==> src/rtl/pwm_pkg.sv <==
package pwm_pkg;
  typedef enum logic [1:0] {
    ADDR_CTRL    = 2'd0,
    ADDR_PERIOD  = 2'd1,
    ADDR_COMPARE = 2'd2,
    ADDR_CLKCFG  = 2'd3
  } reg_addr_e;

  localparam int unsigned CTRL_RUN_BIT     = 0;
  localparam int unsigned CTRL_OE_BIT      = 1;
  localparam int unsigned CTRL_IRQ_CLR_BIT = 2;
endpackage

==> src/rtl/pwm_regs.sv <==
module pwm_regs
  import pwm_pkg::*;
#(
  parameter int unsigned DATA_W = 16,
  parameter int unsigned PS_W   = 8,
  parameter int unsigned SEL_W  = 3
) (
  input  logic              clk_i,
  input  logic              rst_ni,
  input  logic              wr_en_i,
  input  logic [1:0]        wr_addr_i,
  input  logic [DATA_W-1:0] wr_data_i,
  output logic              run_o,
  output logic              oe_o,
  output logic [DATA_W-1:0] period_o,
  output logic [DATA_W-1:0] compare_o,
  output logic [PS_W-1:0]   prescale_o,
  output logic [SEL_W-1:0]  div_sel_o,
  output logic              irq_clr_o
);
  localparam int unsigned CFG_W = PS_W + SEL_W;

  logic is_ctrl;
  assign is_ctrl   = wr_en_i && (reg_addr_e'(wr_addr_i) == ADDR_CTRL);
  assign irq_clr_o = is_ctrl && wr_data_i[CTRL_IRQ_CLR_BIT];

  always_ff @(posedge clk_i or negedge rst_ni) begin
    if (!rst_ni) begin
      run_o      <= 1'b0;
      oe_o       <= 1'b0;
      period_o   <= '0;
      compare_o  <= '0;
      prescale_o <= '0;
      div_sel_o  <= '0;
    end else if (wr_en_i) begin
      unique case (reg_addr_e'(wr_addr_i))
        ADDR_CTRL: begin
          run_o <= wr_data_i[CTRL_RUN_BIT];
          oe_o  <= wr_data_i[CTRL_OE_BIT];
        end
        ADDR_PERIOD:  period_o  <= wr_data_i;
        ADDR_COMPARE: compare_o <= wr_data_i;
        ADDR_CLKCFG: begin
          prescale_o <= wr_data_i[PS_W-1:0];
          div_sel_o  <= wr_data_i[CFG_W-1:PS_W];
        end
        default: ;
      endcase
    end
  end
endmodule

==> src/rtl/pwm_tick_gen.sv <==
module pwm_tick_gen #(
  parameter int unsigned PS_W         = 8,
  parameter int unsigned SEL_W        = 3,
  parameter int unsigned DIV_LOG2_MAX = 4
) (
  input  logic             clk_i,
  input  logic             rst_ni,
  input  logic             run_i,
  input  logic [PS_W-1:0]  prescale_i,
  input  logic [SEL_W-1:0] div_sel_i,
  output logic             tick_o
);
  logic [PS_W-1:0] pre_q;
  logic            pre_wrap;

  assign pre_wrap = pre_q >= prescale_i;

  always_ff @(posedge clk_i or negedge rst_ni) begin
    if (!rst_ni)                pre_q <= '0;
    else if (!run_i || pre_wrap) pre_q <= '0;
    else                        pre_q <= pre_q + PS_W'(1);
  end

  generate
    if (DIV_LOG2_MAX == 0) begin : g_no_div
      assign tick_o = run_i && pre_wrap;
    end else begin : g_div
      localparam int unsigned DIV_W = DIV_LOG2_MAX;
      localparam logic [SEL_W-1:0] SEL_MAX = SEL_W'(DIV_LOG2_MAX);

      logic [SEL_W-1:0] sel_c;
      logic [DIV_W-1:0] div_last;
      logic [DIV_W-1:0] div_q;
      logic             div_wrap;

      // out-of-range selects saturate at the largest divider
      assign sel_c    = (div_sel_i > SEL_MAX) ? SEL_MAX : div_sel_i;
      assign div_last = DIV_W'((32'd1 << sel_c) - 32'd1);
      assign div_wrap = div_q >= div_last;
      assign tick_o   = run_i && pre_wrap && div_wrap;

      always_ff @(posedge clk_i or negedge rst_ni) begin
        if (!rst_ni)       div_q <= '0;
        else if (!run_i)   div_q <= '0;
        else if (pre_wrap) div_q <= div_wrap ? '0 : div_q + DIV_W'(1);
      end
    end
  endgenerate
endmodule

==> src/rtl/pwm_counter.sv <==
module pwm_counter #(
  parameter int unsigned CNT_W = 16
) (
  input  logic             clk_i,
  input  logic             rst_ni,
  input  logic             run_i,
  input  logic             tick_i,
  input  logic [CNT_W-1:0] period_i,
  input  logic [CNT_W-1:0] compare_i,
  input  logic             irq_clr_i,
  output logic [CNT_W-1:0] cnt_o,
  output logic [CNT_W-1:0] cmp_act_o,
  output logic             valid_o,
  output logic             irq_o
);
  logic reload;
  assign reload = run_i && tick_i && (cnt_o == '0);

  always_ff @(posedge clk_i or negedge rst_ni) begin
    if (!rst_ni) begin
      cnt_o     <= '0;
      cmp_act_o <= '0;
      valid_o   <= 1'b0;
    end else if (!run_i) begin
      cnt_o   <= '0;
      valid_o <= 1'b0;
    end else if (reload) begin
      cnt_o     <= period_i;
      cmp_act_o <= compare_i;
      valid_o   <= 1'b1;
    end else if (tick_i) begin
      cnt_o <= cnt_o - CNT_W'(1);
    end
  end

  always_ff @(posedge clk_i or negedge rst_ni) begin
    if (!rst_ni)        irq_o <= 1'b0;
    else if (reload)    irq_o <= 1'b1;
    else if (irq_clr_i) irq_o <= 1'b0;
  end
endmodule

==> src/rtl/pwm_out.sv <==
module pwm_out #(
  parameter int unsigned CNT_W = 16
) (
  input  logic             run_i,
  input  logic             oe_i,
  input  logic             valid_i,
  input  logic [CNT_W-1:0] cnt_i,
  input  logic [CNT_W-1:0] cmp_act_i,
  output logic             pwm_o
);
  logic raw;
  assign raw   = valid_i && (cnt_i <= cmp_act_i);
  assign pwm_o = run_i && oe_i && raw;
endmodule

==> src/rtl/pwm_gen.sv <==
module pwm_gen #(
  parameter int unsigned CNT_W        = 16,
  parameter int unsigned PS_W         = 8,
  parameter int unsigned SEL_W        = 3,
  parameter int unsigned DIV_LOG2_MAX = 4
) (
  input  logic             clk_i,
  input  logic             rst_ni,
  input  logic             wr_en_i,
  input  logic [1:0]       wr_addr_i,
  input  logic [CNT_W-1:0] wr_data_i,
  output logic             pwm_o,
  output logic [CNT_W-1:0] count_o,
  output logic             irq_o
);
  logic             run_q, oe_q, irq_clr, tick, valid;
  logic [CNT_W-1:0] period_q, compare_q, cmp_act;
  logic [PS_W-1:0]  prescale_q;
  logic [SEL_W-1:0] div_sel_q;

  pwm_regs #(.DATA_W(CNT_W), .PS_W(PS_W), .SEL_W(SEL_W)) u_regs (
    .clk_i      (clk_i),
    .rst_ni     (rst_ni),
    .wr_en_i    (wr_en_i),
    .wr_addr_i  (wr_addr_i),
    .wr_data_i  (wr_data_i),
    .run_o      (run_q),
    .oe_o       (oe_q),
    .period_o   (period_q),
    .compare_o  (compare_q),
    .prescale_o (prescale_q),
    .div_sel_o  (div_sel_q),
    .irq_clr_o  (irq_clr)
  );

  pwm_tick_gen #(.PS_W(PS_W), .SEL_W(SEL_W), .DIV_LOG2_MAX(DIV_LOG2_MAX)) u_tick (
    .clk_i      (clk_i),
    .rst_ni     (rst_ni),
    .run_i      (run_q),
    .prescale_i (prescale_q),
    .div_sel_i  (div_sel_q),
    .tick_o     (tick)
  );

  pwm_counter #(.CNT_W(CNT_W)) u_cnt (
    .clk_i     (clk_i),
    .rst_ni    (rst_ni),
    .run_i     (run_q),
    .tick_i    (tick),
    .period_i  (period_q),
    .compare_i (compare_q),
    .irq_clr_i (irq_clr),
    .cnt_o     (count_o),
    .cmp_act_o (cmp_act),
    .valid_o   (valid),
    .irq_o     (irq_o)
  );

  pwm_out #(.CNT_W(CNT_W)) u_out (
    .run_i     (run_q),
    .oe_i      (oe_q),
    .valid_i   (valid),
    .cnt_i     (count_o),
    .cmp_act_i (cmp_act),
    .pwm_o     (pwm_o)
  );
endmodule

==> config.mk <==
export PLATFORM = sky130hd
export DESIGN_NAME = pwm_gen
export DESIGN_NICKNAME = d
export VERILOG_FILES = /design/src/rtl/pwm_pkg.sv /design/src/rtl/pwm_regs.sv /design/src/rtl/pwm_tick_gen.sv /design/src/rtl/pwm_counter.sv /design/src/rtl/pwm_out.sv /design/src/rtl/pwm_gen.sv
export SDC_FILE = /design/constraint.sdc
export NUM_CORES = 1
export LEC_CHECK = 0
export BUFFER_PORTS_ARGS = -buffer_cell sky130_fd_sc_hd__clkbuf_2
export CORE_MARGIN = 1.5
export CORE_UTILIZATION = 47
export DETAILED_ROUTE_END_ITERATION = 8
export PLACE_DENSITY = 0.63
export SYNTH_ARGS = -nofsm -noshare
export SYNTH_HDL_FRONTEND = slang
export SYNTH_SLANG_ARGS = --single-unit
==> constraint.sdc <==
create_clock -name clk_i -period 2.88 [get_ports clk_i]
set_input_delay 0.576 -clock clk_i [delete_from_list [all_inputs] [get_ports clk_i]]
set_output_delay 0.576 -clock clk_i [all_outputs]
set_load 0.03 [all_outputs]
==> impl_metrics.tcl, run 1 <==
set metrics [dict create \
    status "completed" \
    clk_pin_slew_ns 0.09 \
    fin_crit_sh_pct 94.7 \
    core-area_mm2 0.00973 \
    worst_setup_path_end_kind "output port" \
    htree_levels 3 \
    cts_sinks 91 \
    p_switching_w 0.000801 \
    p_sw_share_pct 25.7 \
    antenna_found_initial 0 \
    drv_cap 0 \
    yosys_warnings 0 \
    layout_min_cycle_time_ns 2.73 \
    cp_max_fo 4 \
    cp_slowest_cell "dfrtp_2" \
    avgRoutedWirePerCell_um 16.5 \
    final_layout_size_suffix_gt1_share_pct 33.9 \
    p_comb_share_pct 16.4 \
    p_leak_nw 2.69 \
    crit_family "simple AND/OR/NAND/NOR gates" \
    yosysSeqAreaShare_pct 48.6 \
    track_usage_pct 20.7 \
    dp_hpwl_um 6930 \
    arrival_ns 2.15 \
    synth_edf_count 0 \
    worst_hold_slack_ns 0.239 \
    yosysUniqueCellTypes 47 \
    synth_flop_cell "dfrtp_1" \
    fin_area_mm2 0.00561 \
    first_pass_iters 4 \
    die_x_um 103 \
    ios 39 \
    postSynthNetCount 470 \
    hp-class "primary input to asynchronous set/reset pin" \
    grt_first_pass_wirelength_um 16300 \
    ir_drop_uv 222 \
    routed_wl_um 10300 \
    relSlewSlack_pct 58.7 \
    grt_pass1_vias 3182 \
    final_nets 536 \
    grt_max_degree 92 \
    antenna_cells 0 \
    worst_pin_slew_ns 0.618 \
    area_growth_pct 19.7 \
    syn_area_per_cell_um2 11.2 \
    synth.top_cell.area_share_pct 48.6 \
    dieHeight_um 103 \
    postPlaceCellArea_mm2 0.00511 \
    portBuffers 38 \
    ys_seq_elements 91 \
    cts_buffers 9 \
    tritoncts "done" \
    fmax_mhz 367 \
    worstSkewPairLatency_ns 0.37 \
    clk_path_buf_depth 2 \
    crit_path_start_kind "flip-flop" \
    dieArea_mm2 0.0106 \
    yosys-top-cells-area "dfrtp_1 49%, mux2_2 11%, ha_1 8.3%" \
    drtIter0Drc 156 \
    initial_core_util_pct 48.2 \
    routed_via_density 5.44 \
    yosysTopAreaCell "dfrtp_1" \
    final_hold_viol_count 0 \
    slowest_delay_ns 0.44 \
    internal_power_w 0.00232 \
    cp.required_ns 2.30 \
    gp_congestion 0.820 \
    gr-total-overflow 0 \
    drc 0 \
    drv_slew 0 \
    critical_path_class "flip-flop to output port" \
    seqPwrFrac_pct 48.7 \
    row_count 36 \
    path_cells "ha_1, nand2_2, nor3_4, nand4_1, or3_4, o31ai_2, buf_4" \
    syn-instance-count 418 \
    synthArstFlopShare_pct 100 \
    syn_area_mm2 0.00469 \
    clkPwrFrac_pct 35.0 \
    cts-root-buf "clkbuf_8" \
    path_buf_inv 1 \
    num_vias 3384 \
    ant_nets 0 \
    pwr_density_cell_mw_per_mm2 555 \
    skew_ns 0.0118 \
    setup_viol 0 \
    fillCellCount 868 \
]
-- worst register-to-register path: stages, from the launching register on --
cell,delay [ns]
dfrtp_1,0.42
or3_1,0.38
ha_1,0.27
o21ai_0,0.12
a21oi_1,0.20
nand3_1,0.13
buf_4,0.25
nor4_1,0.51
mux2i_1,0.26
-- routing by layer --
metal  vias up  track usage [%]  routed length, um
li1       1638                -                  -
met4         0             7.38                 98
met2        63             32.7               5010
met3         9             5.42                391
met1      1674             27.7               4790
met5         -                0                  0
-- through the flow --
stage	util [%]	setup slack (ns)	cells	power [W]	TNS [ns]
floorplan	-	0.0779	418	0.00184	0
global placement	52.6	0.369	591	0.00199	0
detailed placement	52.6	0.342	591	0.00201	0
CTS	55.7	0.00685	611	0.00311	0
global route	57.7	-0.00112	622	0.00329	-0.00112
finish	57.7	0.154	622	0.00312	0
-- power by group through the flow --
stage               Combinational (W)  Clock, W  Sequential [W]
finish                       0.000510   0.00109         0.00152
global route                 0.000580   0.00117         0.00154
CTS                          0.000473   0.00112         0.00152
detailed placement           0.000464         0         0.00154
global placement             0.000450         0         0.00154
floorplan                    0.000326         0         0.00151
-- placed cells by master (no fill, tap or decap), types with 4 or more instances in the layout --
cell / Yosys / final
nor4_1: 5 / 5
dfrtp_1: 91 / 84
ha_4: 0 / 6
xor2_1: 4 / 4
o211ai_1: 6 / 6
mux2_2: 47 / 47
a211oi_1: 5 / 4
or4_1: 4 / 4
nand3_1: 10 / 8
nand4_1: 6 / 6
mux2_4: 9 / 9
clkbuf_2: 0 / 36
o21ai_0: 16 / 16
clkbuf_8: 0 / 11
ha_1: 31 / 25
buf_4: 0 / 32
a21oi_1: 17 / 16
or3_1: 8 / 7
a21o_1: 4 / 4
o21a_1: 4 / 4
mux2_1: 4 / 4
nor3_1: 7 / 6
nor2_1: 29 / 29
inv_1: 30 / 30
mux2i_1: 5 / 5
dfrtp_2: 0 / 7
nand2_1: 24 / 23
o31ai_1: 5 / 4
-- cell families (layout without fill, tap and decap cells) --
logic type,Yosys count,count (layout),synth area share (%)
xor+xnor,6,6,1.12
buf+inv,44,115,3.84
flops,91,91,48.6
simple gates,112,112,12.6
compound gates,69,69,9.42
mux,65,65,16.2
fa+ha+maj,31,31,8.27
-- worst paths after layout --
check	startpoint	endpoint	slack [ns]	depth (start not counted)
max	u_cnt.cnt_o[8]	pwm_o	0.15	7
min	rst_ni	u_regs.period_o[13]	0.24	2
max reg2reg	u_regs.div_sel_o[2]	u_cnt.cnt_o[14]	0.28	8
min reg2reg	u_cnt.irq_o	u_cnt.irq_o	0.49	2
max in group asynchronous	rst_ni	u_cnt.cnt_o[5]	2.23	2
min in group clk_i	wr_data_i[14]	u_regs.period_o[14]	0.45	2
-- cell type report --
type / instances / area, um^2 / area share, %
multi-input combinational: 283 / 2350 / 41.9
clock buffer: 11 / 151 / 2.70
sequential: 91 / 2290 / 40.7
tap: 133 / 166 / 2.96
timing repair buffer: 69 / 440 / 7.84
clock inverter: 5 / 108 / 1.92
inverter: 30 / 113 / 2.01
-- sequential cells by signal, indices dropped and copies added, names as in the netlist --
| register | count |
|---|---|
| u_regs.div_sel_o | 3 |
| u_regs.period_o | 16 |
| u_cnt.cnt_o | 16 |
| u_cnt.valid_o | 1 |
| u_tick.g_div.div_q | 4 |
| u_regs.prescale_o | 8 |
| u_regs.oe_o | 1 |
| u_cnt.cmp_act_o | 16 |
| u_regs.compare_o | 16 |
| u_regs.run_o | 1 |
| u_cnt.irq_o | 1 |
| u_tick.pre_q | 8 |
-- cell usage after synthesis, types with 2 or more instances --
cell type	number
a211o_1	2
a211oi_1	5
a21o_1	4
a21oi_1	17
and2_1	3
and3_1	3
buf_6	2
clkbuf_1	12
dfrtp_1	91
ha_1	31
inv_1	30
mux2_1	4
mux2_2	47
mux2_4	9
mux2i_1	5
nand2_1	24
nand2b_1	3
nand3_1	10
nand3b_1	3
nand4_1	6
nor2_1	29
nor3_1	7
nor4_1	5
o211ai_1	6
o21a_1	4
o21ai_0	16
o311ai_0	2
o31ai_1	5
or3_1	8
or4_1	4
xnor2_1	2
xor2_1	4
-- what timing repair did --
item | in CTS | in global routing
hold buffers | 0 | 0
setup endpoints to repair | 1 | 1
setup buffers | 4 | 11
pin swaps | 2 | 6
hold endpoints to repair | 0 | 0
resized for setup | 7 | 17
Power figures use the tool's default switching activity.
==> run 2, diff against run 1 <==
CORE_ASPECT_RATIO = 0.5   (was default)
CTS_CLUSTER_SIZE = 24   (was default)
==> impl_metrics.tcl, run 2 (same netlist as run 1, synthesis figures left out) <==
set metrics [dict create \
    row_count 25 \
    ir_drop_uv 367 \
    cts_buffers 9 \
    worstSkewPairLatency_ns 0.34 \
    dieArea_mm2 0.0106 \
    final_cell_mix "86 x dfrtp_1, 47 x mux2_2, 36 x clkbuf_2, 30 x inv_1" \
    relSlewSlack_pct 52.0 \
    avgRoutedWirePerCell_um 16.8 \
    arrival_ns 2.20 \
    finalSetupTns_ns 0 \
    internal_power_w 0.00243 \
    drtIter0Drc 195 \
    track_usage_pct 21.4 \
    p_leak_nw 2.65 \
    fin_util_pct 57.7 \
    final_common_cell "dfrtp_1" \
    seqPwrFrac_pct 47.1 \
    status "completed" \
    fmax_mhz 360 \
    p_sw_share_pct 24.9 \
    ios 39 \
    crit_path_start_kind "flip-flop" \
    gr-total-overflow 0 \
    portBuffers 38 \
    rr_startpoint "u_regs.div_sel_o[2]" \
    total_power_w 0.00323 \
    hp-class "primary input to asynchronous set/reset pin" \
    routed.top_layer "met4" \
    antenna_cells 0 \
    clkPwrFrac_pct 37.7 \
    critPathLaunch "u_cnt.cnt_o[5]" \
    pwr_density_cell_mw_per_mm2 585 \
    critical_path_class "flip-flop to output port" \
    dr_wl_met2_um 4440 \
    area_growth_pct 17.8 \
    final_nets 526 \
    fin_crit_sh_pct 96.3 \
    cp_max_fo 4 \
    core-area_mm2 0.00957 \
    postPlaceCellArea_mm2 0.00511 \
    p_comb_share_pct 15.2 \
    worst_setup_path_end_kind "output port" \
    skew_ns 0.00912 \
    wl_met3_um 431 \
    cp.required_ns 2.30 \
    clk_pin_slew_ns 0.06 \
    ant_nets 0 \
    layout_min_cycle_time_ns 2.77 \
    first_pass_iters 4 \
    drv_slew 0 \
    grt_first_pass_wirelength_um 16800 \
    cts-root-buf "clkbuf_16" \
    cts_sinks 91 \
    initial_core_util_pct 49.0 \
    tritoncts "done" \
    dp_hpwl_um 7430 \
    die_x_um 144 \
    wl_met1_um 5330 \
    routed_via_density 5.36 \
    fin_area_mm2 0.00552 \
    final_layout_size_suffix_gt1_share_pct 29.6 \
    num_vias 3291 \
    p_switching_w 0.000806 \
    grt_pass1_vias 3162 \
    gp_congestion 0.778 \
    setup_viol 0 \
    clk_path_buf_depth 2 \
    drc 0 \
    routed_wl_um 10300 \
    grt_max_degree 42 \
    antenna_found_initial 0 \
    worst_pin_slew_ns 0.717 \
    htree_levels 3 \
    drv_cap 0 \
    final_hold_viol_count 0 \
    dieHeight_um 73.6 \
]
-- run 2: worst max-delay path: stages (launching register included) --
cell and delay, ns:
dfrtp_2 0.42, ha_1 0.31, a21o_1 0.16, a221o_1 0.32, nand2_1 0.07, o21ai_1 0.08, o31ai_1 0.28, buf_4 0.21
-- run 2: layout make-up --
class	count	area [um^2]
fill	846	4050
sequential	91	2280
multi-input combinational	283	2270
timing repair buffer	59	378
clock buffer	15	278
tap	135	169
inverter	30	113
clock inverter	1	30.0
-- run 2: stage by stage --
| stage | hold WS [ns] | instances | worst slack, ns |
|---|---|---|---|
| detailed placement | 0.464 | 591 | 0.238 |
| global route | 0.267 | 614 | -0.00976 |
| CTS | 0.234 | 608 | 0.0233 |
| floorplan | 0.280 | 418 | 0.0779 |
| global placement | 0.466 | 591 | 0.279 |
| finish | 0.221 | 614 | 0.106 |
-- run 2: worst paths after layout --
check	endpoint	cells after the start	slack (ns)
min in group clk_i	u_cnt.irq_o	2	0.48
setup reg to reg	u_cnt.cmp_act_o[0]	8	0.26
hold / removal	u_regs.prescale_o[6]	1	0.22
setup / recovery	pwm_o	7	0.11
max in group asynchronous	u_cnt.cnt_o[11]	2	1.98
hold reg to reg	u_cnt.irq_o	2	0.48
-- run 2: repair_timing --
| item | CTS | global route |
|---|---|---|
| setup endpoints to repair | 1 | 1 |
| hold buffers | 0 | 0 |
| pin swaps | 2 | 4 |
| setup buffers | 1 | 6 |
| resized for setup | 3 | 10 |
-- run 2: layer usage --
metal / GRT usage, % / vias to the layer above
met4: 6.85 / 0
met1: 31.8 / 1602
li1: - / 1615
met3: 5.02 / 8
met2: 30.9 / 66
met5: 0 / -
-- run 2: power groups by stage --
stage / Combinational [W] / Sequential, W / Clock, W
floorplan: 0.000326 / 0.00151 / 0
global placement: 0.000457 / 0.00154 / 0
detailed placement: 0.000471 / 0.00155 / 0
CTS: 0.000476 / 0.00152 / 0.00124
global route: 0.000551 / 0.00154 / 0.00131
finish: 0.000491 / 0.00152 / 0.00122
